**src/rtl/dag_pkg.sv**
```systemverilog
package dag_pkg;
  localparam int ADDR_W  = 12;
  localparam int FILE_W  = 8;
  localparam int BANK_W  = ADDR_W - FILE_W;
  localparam int PTR_W   = 16;
  localparam int NUM_PTR = 3;
  localparam int IDX_W   = $clog2(NUM_PTR + 1);
  localparam int SFR_W   = ADDR_W - FILE_W + 1;

  typedef struct packed {
    logic               bankWe;
    logic [NUM_PTR-1:0] ptrWe;
    logic               useInd;
    logic               useBank;
    logic [IDX_W-1:0]   rdIdx;
    logic               rdValid;
  } dagStrobes_t;
endpackage

```
**src/rtl/dag_ctrl.sv**
```systemverilog
module dag_ctrl
  import dag_pkg::*;
(
  input  logic             bankLoad,
  input  logic             ptrLoad,
  input  logic [IDX_W-1:0] ptrWrSel,
  input  logic             indirect,
  input  logic [IDX_W-1:0] indSel,
  input  logic             bankedSel,
  output dagStrobes_t      strb
);
  logic [NUM_PTR-1:0] wrDec;

  // one write enable per pointer; an out-of-range index enables none
  for (genvar g = 0; g < NUM_PTR; g++) begin : g_wrDec
    assign wrDec[g] = ptrLoad && (ptrWrSel == IDX_W'(g));
  end

  always_comb begin
    strb.bankWe  = bankLoad;
    strb.ptrWe   = wrDec;
    strb.useInd  = indirect;
    strb.useBank = bankedSel;
    strb.rdIdx   = indSel;
    strb.rdValid = (int'(indSel) < NUM_PTR);
  end
endmodule

```
**src/rtl/dag_datapath.sv**
```systemverilog
module dag_datapath
  import dag_pkg::*;
(
  input  logic              clk,
  input  logic              rstN,
  input  dagStrobes_t       strb,
  input  logic [FILE_W-1:0] fileAddr,
  input  logic [BANK_W-1:0] bankData,
  input  logic [PTR_W-1:0]  ptrData,
  output logic [ADDR_W-1:0] effAddr,
  output logic              isSfr
);
  logic [BANK_W-1:0] bankReg;
  logic [PTR_W-1:0]  ptrReg [NUM_PTR];
  logic [PTR_W-1:0]  selPtr;
  logic [ADDR_W-1:0] directAddr;

  always_ff @(posedge clk) begin
    if (!rstN)            bankReg <= '0;
    else if (strb.bankWe) bankReg <= bankData;
  end

  for (genvar g = 0; g < NUM_PTR; g++) begin : g_ptr
    always_ff @(posedge clk) begin
      if (!rstN)              ptrReg[g] <= '0;
      else if (strb.ptrWe[g]) ptrReg[g] <= ptrData;
    end
  end

  always_comb begin
    selPtr = '0;
    for (int i = 0; i < NUM_PTR; i++)
      if (strb.rdValid && strb.rdIdx == IDX_W'(i)) selPtr = ptrReg[i];
  end

  // shared window: the top bit of the field picks bottom or top of the space
  always_comb begin
    if (strb.useBank) directAddr = {bankReg, fileAddr};
    else              directAddr = {{BANK_W{fileAddr[FILE_W-1]}}, fileAddr};
  end

  assign effAddr = strb.useInd ? selPtr[ADDR_W-1:0] : directAddr;
  assign isSfr   = &effAddr[ADDR_W-1:ADDR_W-SFR_W];
endmodule

```
**src/rtl/dmem_addr_gen.sv**
```systemverilog
module dmem_addr_gen
  import dag_pkg::*;
(
  input  logic        clk,
  input  logic        rstN,
  input  logic [7:0]  fileAddr,
  input  logic        bankedSel,
  input  logic        bankLoad,
  input  logic [3:0]  bankData,
  input  logic        ptrLoad,
  input  logic [1:0]  ptrWrSel,
  input  logic [15:0] ptrData,
  input  logic        indirect,
  input  logic [1:0]  indSel,
  output logic [11:0] effAddr,
  output logic        isSfr
);
  dagStrobes_t strb;

  dag_ctrl u_ctrl (
    .bankLoad (bankLoad),
    .ptrLoad  (ptrLoad),
    .ptrWrSel (ptrWrSel),
    .indirect (indirect),
    .indSel   (indSel),
    .bankedSel(bankedSel),
    .strb     (strb)
  );

  dag_datapath u_dp (
    .clk     (clk),
    .rstN    (rstN),
    .strb    (strb),
    .fileAddr(fileAddr),
    .bankData(bankData),
    .ptrData (ptrData),
    .effAddr (effAddr),
    .isSfr   (isSfr)
  );
endmodule

```
**config.mk**
```make
export PLATFORM = sky130hd
export DESIGN_NAME = dmem_addr_gen
export DESIGN_NICKNAME = d
export VERILOG_FILES = /design/src/rtl/dag_pkg.sv /design/src/rtl/dag_ctrl.sv /design/src/rtl/dag_datapath.sv /design/src/rtl/dmem_addr_gen.sv
export SDC_FILE = /design/constraint.sdc
export NUM_CORES = 1
export LEC_CHECK = 0
export CAP_MARGIN = 20
export CORE_UTILIZATION = 49
export CTS_BUF_LIST = sky130_fd_sc_hd__clkbuf_16
export CTS_CLUSTER_SIZE = 20
export DETAILED_ROUTE_END_ITERATION = 8
export PLACE_DENSITY_LB_ADDON = 0.25
export SLEW_MARGIN = 20
export SYNTH_ARGS = -nofsm -noshare
export SYNTH_HDL_FRONTEND = slang
export SYNTH_HIERARCHICAL = 1
export SYNTH_SLANG_ARGS = --single-unit
```
**constraint.sdc**
```tcl
create_clock -name clk -period 2 [get_ports clk]
set_input_delay 0.3 -clock clk [delete_from_list [all_inputs] [get_ports clk]]
set_output_delay 0.3 -clock clk [all_outputs]
set_load 0.05 [all_outputs]
```
After elaboration in Yosys (flattened, before gate mapping)
Memory sizes are Yosys's and may differ from the RTL's.
Index checks and enable logic that the tools add are counted.

word-level totals
  bits in writable memories = 48
  memories = 1
  output and inout port bits = 13
  register bits = 4
  logic and storage cells = 37
  bits of input ports = 38

memories
  memory       depth  width  rd ports  clocked after memory_dff  write ports  line                RTL
  u_dp.ptrReg  3      16     3         0                         3            dag_datapath.sv:14  logic [PTR_W-1:0] ptrReg [NUM_PTR];

operators by class
  bitwise logic cells = 3
  muxes and demuxes = 18
  equal/unequal tests = 4
  magnitude comparators = 1
  reductions and logical operators = 9

operators with widths
  cell                count
  $mux 12             5
  $mux 16             3
  $mux 1              10
  $logic_and 1x1->1   6
  $reduce_and 5->1    1
  $eq 2x1->1 const B  2
  $eq 2x2->1 const B  2
  $logic_not 2->1     2
  $or 1x1->1          3
  $lt 2x2->1 const B  1

Depth between registers and ports, before layout
Gate-level depths: netlist of run 1.

  depth in word-level cells = 7
  mapped depth = 7
  gate-level depth less buffers = 5

Modules after synthesis
The synthesis of run 1 kept the hierarchy.

modules (own cells, without submodules)
  module        cells an instance  area each (sq um)  instances
  dag_datapath  170                1981.9             1
  dag_ctrl      9                  71.3               1

Least setup slack after synthesis of run 1
No wires, ideal clock.

  path type = input-to-output
  from = input port indSel[0]
  to = output port isSfr
  path buffers = 3
  arrival = 2462 ps
  setup slack = -762 ps
  stages = 7
  data required time = 1700 ps
  cell sequence = buf_4 -> buf_6 -> nor2b_1 -> buf_2 -> nand3_1 -> a32oi_1 -> and4_1

between the ends
  longest elaborated chain between the ends = 7
  elaborated cells between the ends (all ways) = 12
  classes of those cells = order compare (1); eq/ne (2); mux (4); reduce/logical (5)

RTL lines
  what                                                  line                                RTL
  from (decl)                                           dmem_addr_gen.sv:14                 input logic [1:0] indSel,
  $lt 2x2->1 / $logic_not 2->1 (equally long branches)  dag_ctrl.sv:25, dag_datapath.sv:33
  $logic_and 1x1->1                                     dag_datapath.sv:33                  if (strb.rdValid && strb.rdIdx == IDX_W'(i)) selPtr = ptrReg[i];
  $mux 12 (2 in series)                                 dag_datapath.sv:33
  $mux 12 (*)                                           dag_datapath.sv:33
  $mux 12 (*)                                           dag_datapath.sv:42                  assign effAddr = strb.useInd ? selPtr[ADDR_W-1:0] : directAddr;
  via effAddr[10]                                       dmem_addr_gen.sv:15                 output logic [11:0] effAddr,
  $reduce_and 5->1 (*)                                  dag_datapath.sv:43                  assign isSfr = &effAddr[ADDR_W-1:ADDR_W-SFR_W];
  to (decl)                                             dmem_addr_gen.sv:16                 output logic isSfr

Mark *: on every way through the listed nets, which the timed path passes. The rest lies on a longest branch.

Worst setup path in the final report of run 1
  from = input port indSel[1]
  to = output port isSfr

between the ends
  longest elaborated chain between the ends = 7
  elaborated cells between the ends (all ways) = 12
  classes of those cells = order compare (1); eq/ne (2); mux (4); reduce/logical (5)

RTL lines
  what                                                  line
  $lt 2x2->1 / $logic_not 2->1 (equally long branches)  dag_ctrl.sv:25, dag_datapath.sv:33
  $logic_and 1x1->1                                     dag_datapath.sv:33
  $mux 12 (2 in series)                                 dag_datapath.sv:33
  $mux 12 (*)                                           dag_datapath.sv:33
  $mux 12 (*)                                           dag_datapath.sv:42
  $reduce_and 5->1 (*)                                  dag_datapath.sv:43

Mark *: on every way between the ends. The rest lies on a longest branch, timed or not.

==> run summary, run 1 <==
For the number of nets in the finished design, the log shows 281. The post-synthesis instance area was 2050 um^2. The tools report the peak supply drop as 0.973 mV. The share of the clock period used by the worst path after layout is 97.3%.

Setup repair after global routing could not meet its margin everywhere. After global routing the overflow that remains totals 0. The internal portion of the total power is 1.81 mW. The run gives 1.70 ns as the endpoint required time on the critical path.

The setup slack at placement was -0.366 ns; the count of hold buffers inserted by post-cts repair was 0. The clock transition at the registers of the reported paths is 0.06 ns. The post-detailed-route count of antenna-violating nets is 0, and the overall global routing resource usage is 24.7%. The worst path setup slack after routing was 0.0533 ns.

The logs give 179 for the number of instances in the synthesized netlist and 51.3% for the initial core utilization. The pin count of the biggest net entering global routing was 26; the top fanout value on the critical path was 4. For the data arrival time of the worst path, the log shows 1.65 ns. The post-detailed-placement half-perimeter wirelength was 3380 um. The number of remaining DRC errors was 0; the achievable clock frequency was 514 MHz. Buffers inserted during clock tree synthesis total 5. After routing, the total negative slack on setup checks comes to 0 ns. The worst pin sits at a relative slew slack of 74.8%. Summed over all cells, the static leakage comes to 1.36 nW. The total vias in the final route is 1645.

The die is 66.7 um tall. The hold path depth was 2. The net switching power of the design is 0.576 mW, and the total nets after synthesis is 217. Per report_power, the combinational group accounts for 20.6% of the total. During placement, the flow inserted port buffers numbering 46.

The final layout contains routed wiring with a total length of 4940 um. The synthesized area divided by synthesized cell count was 11.5 um^2. The endpoint class of the critical path is an output port.

The net switching share of the total power came out at 24.1%. Area of the die: 4450 um^2. The tree is rooted in a sky130_fd_sc_hd__clkbuf_16. The completed layout was analyzed and its total power is 2.39 mW. In the final routed layout, each cell accounts on average for 16.8 um. In this run, distinct cell masters in the synthesized netlist total 34. The clock arrives with 0 ns of skew. The share of total power dissipated in the clock network is 37.9%. The floorplan step defined a core boundary enclosing 4000 um^2. The tools report the launch instance of the worst min-delay path as u_dp/bankReg[2]$_SDFFE_PN0P_. The repair_antennas step left the layout with diodes totalling 0.

At the end of routability-driven placement, the weighted congestion stood at 0.788. The logic depth of the worst register-to-register path is 2. TritonCTS built the clock tree. Counting along the longest clock path gives a buffer depth of 2. The share of cells above drive strength 1 was 28.3%; the growth of design area from synthesis to finish was 49.7%. The worst hold path belongs to the class register to register. The clock reaches the later pin of the worst-skew pair after 0.28 ns.

The category of the worst setup path launch point is a primary input. The number of cell rows was 23. The DRC violation total after the first TritonRoute iteration is 60, and the initial antenna violation count is 0. The tools report the proportion of synthesized chip area in sequential cells as 56.6%.

The tools report the final setup violation count as 0. The part of the total power dissipated in sequential elements is 41.5%, and the slack of the worst reg-to-reg path is 1.39 ns. The overall die width is 66.7 um. After detailed placement, the design holds a cell count of 283.

The number of hold violations in the final report is 0, and the count of yosys warnings during synthesis is 6. In this run the critical register-to-register path is captured at u_dp/bankReg[0]$_SDFFE_PN0P_. For this design the ratio of total power to cell area is 778 nW/um^2. The total count of max-transition violations in the final report was 0.

The worst hold path terminates at u_dp/bankReg[2]$_SDFFE_PN0P_. Type of the worst setup path: primary input to output port. The placed instance area is 2830 um^2, and the flip-flop and latch count after synthesis is 40. Total non-filler cell area in the finished layout: 3070 um^2. The shortest period the worst path allows came out at 1.95 ns. The number of global-route vias before repair was 1631; the count of pins on the block boundary was 51. The number of vias per cell after detailed routing was 5.60; the H-tree level count was 2. The run gives 7560 um as the global-route wire length before repair.

Final cell count without fillers: 294. The pre-antenna-repair detailed-routing pass consisted of 4 iterations. The startpoint identified for the worst register-to-register timing path is u_dp/bankReg[0]$_SDFFE_PN0P_. At the pin with the least slew margin, the transition time is 0.375 ns. The count of maximum capacitance violations was 0; the number of sinks handled by clock tree synthesis was 40.

The run finished with clean final reports.
-- timing repair --
| action | in CTS | in global routing |
|---|---|---|
| cloned | 0 | 0 |
| setup buffers | 3 | 0 |
| setup endpoints to repair | 13 | 2 |
| hold endpoints to repair | 0 | 0 |
| pin swaps | 6 | 4 |
| gates resized for setup | 18 | 4 |
-- cells in the mapped netlist, drive strengths merged --
master   count  area, um^2
and3        36         225
edfxtp      36        1080
mux2i       14         140
a21oi       11        55.1
clkbuf      10        38.8
buf          9        66.3
inv          8        30.0
nor2         8        30.0
o22ai        8        50.1
nand2        6        25.0
nand2b       6        45.0
nor2b        6        37.5
dfxtp        4        80.1
and3b        2        17.5
a2111oi      1        15.0
a31o         1        8.76
a32oi        1        8.76
a41o         1        10.0
and4         1        8.76
nand3        1        5.00
nand4b       1        8.76
nor3         1        5.00
nor3b        1        12.5
o21a         1        7.51
o221a        1        11.3
o2bb2ai      1        8.76
o311ai       1        8.76
or2          1        6.26
or3          1        6.26
-- per-layer routing --
metal | up-vias | track usage [%] | wire length, um
met5 | - | 0 | 0
met4 | 0 | 12.2 | 107
met3 | 10 | 6.85 | 398
met2 | 75 | 44.7 | 2710
met1 | 774 | 25.8 | 1720
li1 | 786 | - | -
-- power by group through the flow --
stage	Clock, mW	Combinational (mW)	Sequential, mW
after CTS	0.913	0.491	0.992
after floorplan	0	0.233	1.00
final	0.906	0.492	0.992
after global placement	0	0.464	1.01
after global routing	0.950	0.522	0.997
after detailed placement	0	0.473	1.01
-- stage by stage --
step	util [%]	hold slack, ns
2_1_floorplan	-	0.469
3_3_place_gp	70.8	0.505
3_5_place_dp	70.8	0.512
4_1_cts	76.6	0.525
5_1_grt	76.8	0.547
6_report	76.8	0.521
-- layout by cell type, fill, tap and decap left out, types with 2 or more instances in the layout --
cell type                         count
sky130_fd_sc_hd__edfxtp_1            36
sky130_fd_sc_hd__mux2i_1             13
sky130_fd_sc_hd__buf_4               27
sky130_fd_sc_hd__dfxtp_1              4
sky130_fd_sc_hd__buf_12              13
sky130_fd_sc_hd__clkdlybuf4s50_1     29
sky130_fd_sc_hd__and3_1              36
sky130_fd_sc_hd__inv_1                8
sky130_fd_sc_hd__nor2_1               8
sky130_fd_sc_hd__nand2b_4             2
sky130_fd_sc_hd__buf_2                2
sky130_fd_sc_hd__nand2b_1             4
sky130_fd_sc_hd__nand2_1              4
sky130_fd_sc_hd__a21oi_1             10
sky130_fd_sc_hd__nor2b_1              5
sky130_fd_sc_hd__clkbuf_16            5
sky130_fd_sc_hd__nand2_2              2
sky130_fd_sc_hd__o22ai_1              7
sky130_fd_sc_hd__buf_6                3
sky130_fd_sc_hd__and3b_1              2
-- cell families after synthesis --
kind of cell / count (synthesis) / share of synthesized area (%)
mux: 14 / 6.82
simple gates: 71 / 21.1
compound gates: 27 / 8.96
buf+inv: 27 / 6.58
flops: 40 / 56.6
-- worst max-delay path by stage --
stage | start | end | depth (start not counted)
6_report | indSel[1] | isSfr | 7
5_1_grt | u_dp/ptrReg[1][10]$_SDFFCE_PN0P_ | isSfr | 5
4_1_cts | u_dp/ptrReg[0][10]$_SDFFCE_PN0P_ | isSfr | 5
3_5_place_dp | indSel[0] | isSfr | 7
3_3_place_gp | indSel[1] | isSfr | 7
2_1_floorplan | indSel[0] | isSfr | 6
-- registers in the layout (all words and copies together) (netlist names) --
| name | count |
|---|---|
| u_dp/bankReg | 4 |
| u_dp/ptrReg | 36 |
-- final cells by class --
type | count | area [um^2]
Clock buffer | 5 | 125
Clock inverter | 3 | 46.3
Fill cell | 250 | 927
Inverter | 8 | 30.0
Multi-Input combinational cell | 112 | 830
Sequential cell | 40 | 1160
Tap cell | 50 | 62.6
Timing Repair Buffer | 76 | 818
-- worst max-delay path, cell delays in order --
cell	delay, ns
sky130_fd_sc_hd__buf_2	0.13
sky130_fd_sc_hd__buf_6	0.12
sky130_fd_sc_hd__buf_4	0.13
sky130_fd_sc_hd__a2111oi_4	0.36
sky130_fd_sc_hd__o221a_1	0.24
sky130_fd_sc_hd__and4_4	0.23
sky130_fd_sc_hd__buf_12	0.13
Note: power is estimated with default switching activity, not from simulation.
==> run 2, diff against run 1 <==
--- a/config.mk
+++ b/config.mk
@@ -5,6 +5,7 @@
 export SDC_FILE = /design/constraint.sdc
 export NUM_CORES = 1
 export LEC_CHECK = 0
+export ABC_AREA = 1
 export CAP_MARGIN = 20
 export CORE_UTILIZATION = 49
 export CTS_BUF_LIST = sky130_fd_sc_hd__clkbuf_16
==> constraint.sdc (replaced) <==
create_clock -name clk -period 2.2 [get_ports clk]
set_input_delay 0.33 -clock clk [delete_from_list [all_inputs] [get_ports clk]]
set_output_delay 0.33 -clock clk [all_outputs]
set_load 0.05 [all_outputs]
==> run 2 against run 1 <==
Against the previous run: clock skew unchanged; combinational power fell by 12%; sequential share of layout area is 1.3 points higher; critical path type unchanged; non-clock buffer count is 13 lower; sequential power down 9.1%; synthesized area shrank 1.0%; cell count increased by 14%; total power fell by 11%; die area shrank 1.0%.
==> run summary, run 2 <==
The run finished with clean final reports. The synthesized netlist devotes 8.93% of its cell area to compound gates. The run gives 7360 um as the global-route wire length before repair.

The share of the Yosys chip area taken by registers is 57.1%. Root buffer cell: sky130_fd_sc_hd__clkbuf_16. The longest clock path from root to sink contains 2 buffers.

The DRC violation total after the first TritonRoute iteration was 134; the peak supply drop was 0.591 mV. The total count of max-transition violations in the final report came out at 0. The post-layout utilization of the core is 74.2%, and the delay of the slowest cell on the worst path is 0.41 ns. In this run, synthesis inferred 36 flip-flops with an integrated enable. The critical path contains buffers and inverters numbering 3 combined. The total vias in the final route was 1744; the post-synthesis xor/xnor area fraction was 0%. For the number of distinct library cells after synthesis, the log shows 22. The region available for standard cell placement spans 4000 um^2. The die height came out at 66.4 um.

The total nets after synthesis was 266; the top fanout value on the critical path was 7. In the post-synthesis netlist, the cell with the most instances is sky130_fd_sc_hd__nor2_1. The multiplexer area fraction after synthesis came out at 0%. The number of hold violations in the final report was 0; the area share of and/or/nand/nor cells after synthesis was 24.1%. The Yosys step of the flow raised 6 warnings.

The register with the most flip-flops in the final layout is u_dp/ptrReg. The tools report the number of global-route vias before repair as 1679. The area growth from synthesis to layout is 46.1%. For the worst setup path, the data arrival time is 1.61 ns. Flip-flop and latch count after synthesis: 40. In the synthesized netlist, the cells that appear most often are sky130_fd_sc_hd__nor2_1, sky130_fd_sc_hd__edfxtp_1, sky130_fd_sc_hd__inv_1, sky130_fd_sc_hd__nand2_1, sky130_fd_sc_hd__o21ai_0. The number of port buffers works out to 46. The largest registers in the layout are u_dp/ptrReg (36), u_dp/bankReg (4). The library cell occupying the most area in the post-synthesis netlist is sky130_fd_sc_hd__edfxtp_1.

Worst clock skew: 0 ns. OpenSTA, run right after detailed placement, puts the worst setup slack at -0.0134 ns. Slew at the pin closest to its max-slew limit: 0.522 ns. Before antenna repair, the detailed router went through 4 iterations.

Entering global routing, the biggest net connects 15 pins. For this run, the leading register cell type out of synthesis is sky130_fd_sc_hd__edfxtp_1. By area the synthesized netlist is led by sky130_fd_sc_hd__edfxtp_1, sky130_fd_sc_hd__nor2_1, sky130_fd_sc_hd__inv_1. Leaving out fill and tap cells, the most frequent cell in the layout is sky130_fd_sc_hd__nor2_1.

Across all setup checks in the final design, the least slack found is 0.263 ns. TritonCTS built the clock tree. Cell type group with the largest total delay on the critical path: buffers and inverters.

Once the floorplan was initialized, standard cells occupied 50.8% of the core. The number of vias per cell after detailed routing came out at 5.19. The H-tree was split into 2 levels. By area, the combinational part of the netlist is dominated by simple AND/OR/NAND/NOR gates. The achievable clock frequency is 516 MHz, and the final wirelength is 4590 um. The share of async-settable or async-resettable flops after synthesis is 0%, and the post-synthesis instance area is 2030 um^2. The die covers 4410 um^2. The register with the most flip-flops in the layout has 36 of them. In the layout the commonest cells are sky130_fd_sc_hd__nor2_1, sky130_fd_sc_hd__edfxtp_1, sky130_fd_sc_hd__clkdlybuf4s50_1. The type of the tightest min-delay check was register to register.

The area share of fa/ha/maj cells after synthesis was 0%; the initial antenna violation count was 0. Final setup violation count: 0. The count of hold buffers inserted by post-cts repair is 0.

The final setup TNS is 0 ns. The worst path needs 1.94 ns of the cycle, external delays included. Averaged over all synthesized cells, the footprint is 8.91 um^2. The power density over the cells is 716 nW/um^2, and the endpoint required time on the critical path is 1.87 ns. The antenna diode count came out at 0. After clock tree synthesis, the clock-pin slew on the worst setup and hold paths is 0.05 ns.

The number of remaining DRC errors was 0; the count of maximum capacitance violations was 0. Of the post-synthesis cell area, the dominant cell type holds 53.2%. The worst path uses 88.0% of the clock period. The count of cells in the finished layout, fillers not included, comes to 336.

The count of pins on the block boundary was 51. The worst setup path is launched from a primary input. The signal on the critical path passes through clkdlybuf4s50_1 > inv_1 > o211ai_1 > nand2_1 > nand3_2 > nor2_4 > buf_12. Synthesis produced 228 cells. Setup repair after global routing left no endpoint under its margin.

The run gives 5 as the number of buffers created by CTS. The slowest stage of the critical path belongs to the cell sky130_fd_sc_hd__clkdlybuf4s50_1. The critical path is of the primary input to output port type. The logs give 1.28 nW for the leakage power figure and 23 for the number of cell rows. Dividing the detail-routed wire length by the instance count gives 13.7 um.

The overall die width is 66.4 um. The overall global routing resource usage is 23.2%, and the post-detailed-route count of antenna-violating nets is 0. In the final design database the tool counted 323 nets. For the worst-skew pair, the clock arrives at the later sink with an insertion delay of 0.28 ns.

Of the cells placed in the final design, the portion with a size suffix greater than 1 is 22.7%. Cell count after placement: 324. Routability-driven placement finished with a final weighted congestion of 0.797. Headroom to the max-slew limit came out at 65.1%.

The worst setup path is captured at an output port. After global routing the overflow that remains totals 0. The post-detailed-placement half-perimeter wirelength was 3020 um; the number of sinks handled by clock tree synthesis was 40.
[run 2: final cells by class]
cell class / instances / area (um^2)
flip-flops and latches: 40 / 1160
clock buffers: 5 / 125
inverters: 32 / 120
multi-input cells: 143 / 734
clock inverters: 3 / 38.8
fillers: 291 / 1030
repair buffers: 63 / 726
well taps: 50 / 62.6
[run 2: cells by family (layout without fill, tap and decap cells)]
kind of cell / Yosys count / in the layout
AO/OA/AOI/OAI: 34 / 34
buffers and inverters: 45 / 103
flip-flops: 40 / 40
AND/OR/NAND/NOR: 109 / 109
[run 2: routing by layer]
layer	part of all wire, %	up-vias	track usage [%]
met4	2.4	0	9.84
met1	42	802	29.2
met3	5.3	15	5.52
met5	0	-	0
met2	50	65	37.9
li1	-	862	-
[run 2: through the flow]
stage	total power, mW	cell area [um^2]	hold WS [ns]
floorplan	1.12	2040	0.463
global placement	1.32	2700	0.482
detailed placement	1.33	2700	0.495
CTS	2.12	2890	0.508
global route	2.20	2970	0.557
finish	2.12	2970	0.506
[run 2: tightest hold or removal path, delay by kind of cell (launching register included)]
| kind | cells | cell delay [ns] |
|---|---|---|
| AO/OA/AOI/OAI | 1 | 0.07 |
| flip-flops | 1 | 0.33 |
| AND/OR/NAND/NOR | 1 | 0.08 |
[run 2: final timing paths]
check	end	depth (start not counted)	start	slack, ns
worst max-delay path	isSfr	7	indirect	0.26
worst min-delay path	u_dp/bankReg[1]$_SDFFE_PN0P_	2	u_dp/bankReg[1]$_SDFFE_PN0P_	0.51
worst max register to register	u_dp/bankReg[3]$_SDFFE_PN0P_	2	u_dp/bankReg[3]$_SDFFE_PN0P_	1.56
worst min register to register	u_dp/bankReg[1]$_SDFFE_PN0P_	2	u_dp/bankReg[1]$_SDFFE_PN0P_	0.51
[run 2: timing repair]
action,4_1_cts,5_1_grt
pin swaps,2,3
endpoints found under the setup margin,1,10
resized for setup,2,20
setup buffers,3,1
[run 2: where the power goes]
part	total, mW	switching, mW	internal, mW
clock	0.787	0.260	0.528
sequential	0.902	0.0170	0.885
combinational	0.434	0.234	0.200
total	2.12	0.511	1.61
==> run 3, diff against run 2 <==
--- a/config.mk
+++ b/config.mk
@@ -12,7 +12,8 @@
 export CTS_CLUSTER_SIZE = 20
 export DETAILED_ROUTE_END_ITERATION = 8
 export PLACE_DENSITY_LB_ADDON = 0.25
-export SLEW_MARGIN = 20
+export SETUP_SLACK_MARGIN = 0.2
+export SLEW_MARGIN = 10
 export SYNTH_ARGS = -nofsm -noshare
 export SYNTH_HDL_FRONTEND = slang
 export SYNTH_HIERARCHICAL = 1
==> run 3 against run 2 <==
Against the previous run: sequential share of layout area fell by 0.082 points; fmax rose by 0.18%; wire length rose by 1.4%; first-iteration DRC count fell by 53%; global-route usage fell by 0.90 points; clock skew did not move; utilization rose by 0.16 points; via count fell by 0.23%; non-clock buffer count fell by 2; critical path depth fell by 1.
==> run summary, run 3 (synthesis results as in run 2) <==
The slew at the pin closest to its max-slew limit is 0.502 ns, and the post-detailed-placement half-perimeter wirelength is 3100 um. The source-to-sink clock delay at the later pin of the worst-skew pair is 0.28 ns, and the final setup violation count is 0. The share of cells above drive strength 1 was 23.2%.

The number of fill cells is 286. The shortest period the worst path allows was 1.93 ns; the number of port buffers was 46. For the total count of max-transition violations in the final report, the log shows 0. For the final database, setup skew stands at 0 ns. The number of hold violations in the final report is 0. Entering global routing, the biggest net connects 15 pins. The completed layout was analyzed and its total power is 2.01 mW. The finished layout holds 335 standard cells, fillers aside. The run gives 1613 as the number of global-route vias before repair.

The share of the clock period used by the worst path after layout was 87.9%; the flip-flop count of the largest register after layout was 36. At the worst endpoint, the required time is 1.87 ns. The run finished with clean final reports. The number of remaining DRC errors is 0. Routability-driven placement finished with a final weighted congestion of 0.783. Across the whole layout, storage elements account for 1160 um^2. TritonCTS built the clock tree. The tools report the category of the worst setup path launch point as a primary input. For this run the aggregate overflow at the end of global routing stands at 0. The largest registers in the layout are u_dp/ptrReg (36), u_dp/bankReg (4).

Static timing analysis puts the maximum clock frequency at 517 MHz. The number of placed instances, taps included, is 324. The hold path depth came out at 2. Counting cells, the worst reg-to-reg path comes to 2.

The worst setup path is captured at an output port. Counting every sink on the clock net gives 40. In this run the count of I/O pins placed on the die edge is 51. The number of vias per cell after detailed routing was 5.19; the H-tree level count was 2. In this run the vertical extent of the chip is 66.4 um.

The logs give 22.3% for the overall global routing resource usage and 0 for the antenna diode count. The routed layout has 1740 vias. The endpoint of the worst hold path was u_dp/bankReg[2]$_SDFFE_PN0P_.

The total area inside the core boundary comes to 4000 um^2. Capturing point of the worst reg2reg path: u_dp/bankReg[0]$_SDFFE_PN0P_. Hold repair after CTS inserted 0 buffers. The routed wire length per instance was 13.9 um; the initial antenna violation count was 0. The post-layout utilization of the core is 74.4%, and the first-pass detailed-route iteration total is 6.

The worst slew slack as a fraction of its limit is 66.4%. The die covers 4410 um^2. In this run the clock root is driven by a sky130_fd_sc_hd__clkbuf_16. Largest register by flop count: u_dp/ptrReg.

The run gives 322 as the number of nets in the finished design. The most common library cell in the layout ignoring fill and taps was sky130_fd_sc_hd__nor2_1. The final setup TNS came out at 0 ns. The first global-routing pass estimated 7010 um of wire. The count of maximum capacitance violations was 0; the overall die width was 66.4 um. Maximum clock path buffer count: 2.

For this design the ratio of total power to cell area is 678 nW/um^2. Type of the worst setup path: primary input to output port. In the layout the commonest cells are sky130_fd_sc_hd__nor2_1, sky130_fd_sc_hd__edfxtp_1, sky130_fd_sc_hd__inv_1, sky130_fd_sc_hd__clkdlybuf4s50_1, sky130_fd_sc_hd__nand2_1.

For the worst setup path, the data arrival time is 1.60 ns. The top fanout value on the critical path works out to 14. The worst register-to-register path has a setup slack of 1.56 ns. Summed over all cells, the static leakage comes to 1.27 nW.

Setup repair after global routing left no endpoint under its margin. The tightest hold path in the finished design has a slack of 0.496 ns. The routed design has 4650 um of wire. Clock tree synthesis inserted a total of 5 buffers. For this block, the initial DRC count from the detailed router was 63. The growth of design area from synthesis to finish is 46.4%, and the peak supply drop is 0.595 mV. The multi-input logic area is 746 um^2. The launch instance of the worst min-delay path was u_dp/bankReg[2]$_SDFFE_PN0P_. The count of nets left with antenna violations once routing finished came out at 0.

After floorplanning, the core was divided into 23 placement rows. After clock tree synthesis, the clock-pin slew on the worst setup and hold paths is 0.05 ns. The tools report the initial core utilization as 50.8%. The tightest min-delay check is of the register to register type. The launch point of the worst reg-to-reg path is u_dp/bankReg[0]$_SDFFE_PN0P_.
## run 3: cell types whose count changed in the layout (fill, tap and decap cells not counted), moves of 2 or more
cell | before | now
sky130_fd_sc_hd__buf_12 | 12 | 15
sky130_fd_sc_hd__buf_4 | 14 | 9
sky130_fd_sc_hd__clkbuf_2 | 0 | 2
sky130_fd_sc_hd__dlymetal6s2s_1 | 2 | 0
sky130_fd_sc_hd__nand2_1 | 23 | 20
sky130_fd_sc_hd__nand2_2 | 2 | 5
sky130_fd_sc_hd__nand3_1 | 7 | 9
sky130_fd_sc_hd__o21ai_0 | 12 | 9
sky130_fd_sc_hd__o21ai_1 | 3 | 6
## run 3: final cells by class
type,count,area share (%)
Clock inverter,3,0.421
Multi-Input combinational cell,144,25.1
Clock buffer,5,4.21
Inverter,32,4.04
Sequential cell,40,39.0
Timing Repair Buffer,61,25.1
Tap cell,50,2.10
## run 3: how the worst max path moves through the flow
stage	startpoint	to	slack, ns	cells after the start
global route	indirect	effAddr[3]	0.20	6
CTS	indSel[0]	effAddr[0]	0.21	9
global placement	indSel[1]	isSfr	0.02	12
detailed placement	indSel[1]	isSfr	-0.01	12
finish	indirect	effAddr[3]	0.27	6
floorplan	indSel[0]	isSfr	0.20	9
## run 3: metrics by stage
| stage | area (um^2) | worst slack [ns] |
|---|---|---|
| after floorplan | 2060 | 0.203 |
| after CTS | 2880 | 0.208 |
| after detailed placement | 2740 | -0.0111 |
| after global routing | 2970 | 0.202 |
| after global placement | 2740 | 0.0176 |
| final | 2970 | 0.267 |
## run 3: what timing repair did
item / 4_1_cts / 5_1_grt
gates cloned: 0 / 2
pin swaps: 1 / 7
setup endpoints to repair: 13 / 8
resized for setup: 5 / 20
hold endpoints to repair: 0 / 0
setup buffers: 0 / 1
## run 3: report_power, final
group	total [mW]	internal, mW	switching [mW]	leakage (nW)
logic	0.449	0.210	0.240	0.804
registers	0.901	0.885	0.0160	0.387
clock network	0.664	0.408	0.256	0.0762
total	2.01	1.50	0.511	1.27
## run 3: layer usage
metal	up-vias	GRT usage, %	routed length (um)
met2	53	39.0	2500
met5	-	0	0
met3	8	6.21	271
li1	859	-	-
met4	0	8.78	89
met1	820	25.4	1800
## run 3: critical path, cell delays in order
cell                              delay [ns]
sky130_fd_sc_hd__clkdlybuf4s50_1        0.42
sky130_fd_sc_hd__inv_1                  0.19
sky130_fd_sc_hd__buf_4                  0.27
sky130_fd_sc_hd__nand2_1                0.07
sky130_fd_sc_hd__o21ai_1                0.14
sky130_fd_sc_hd__buf_12                 0.17
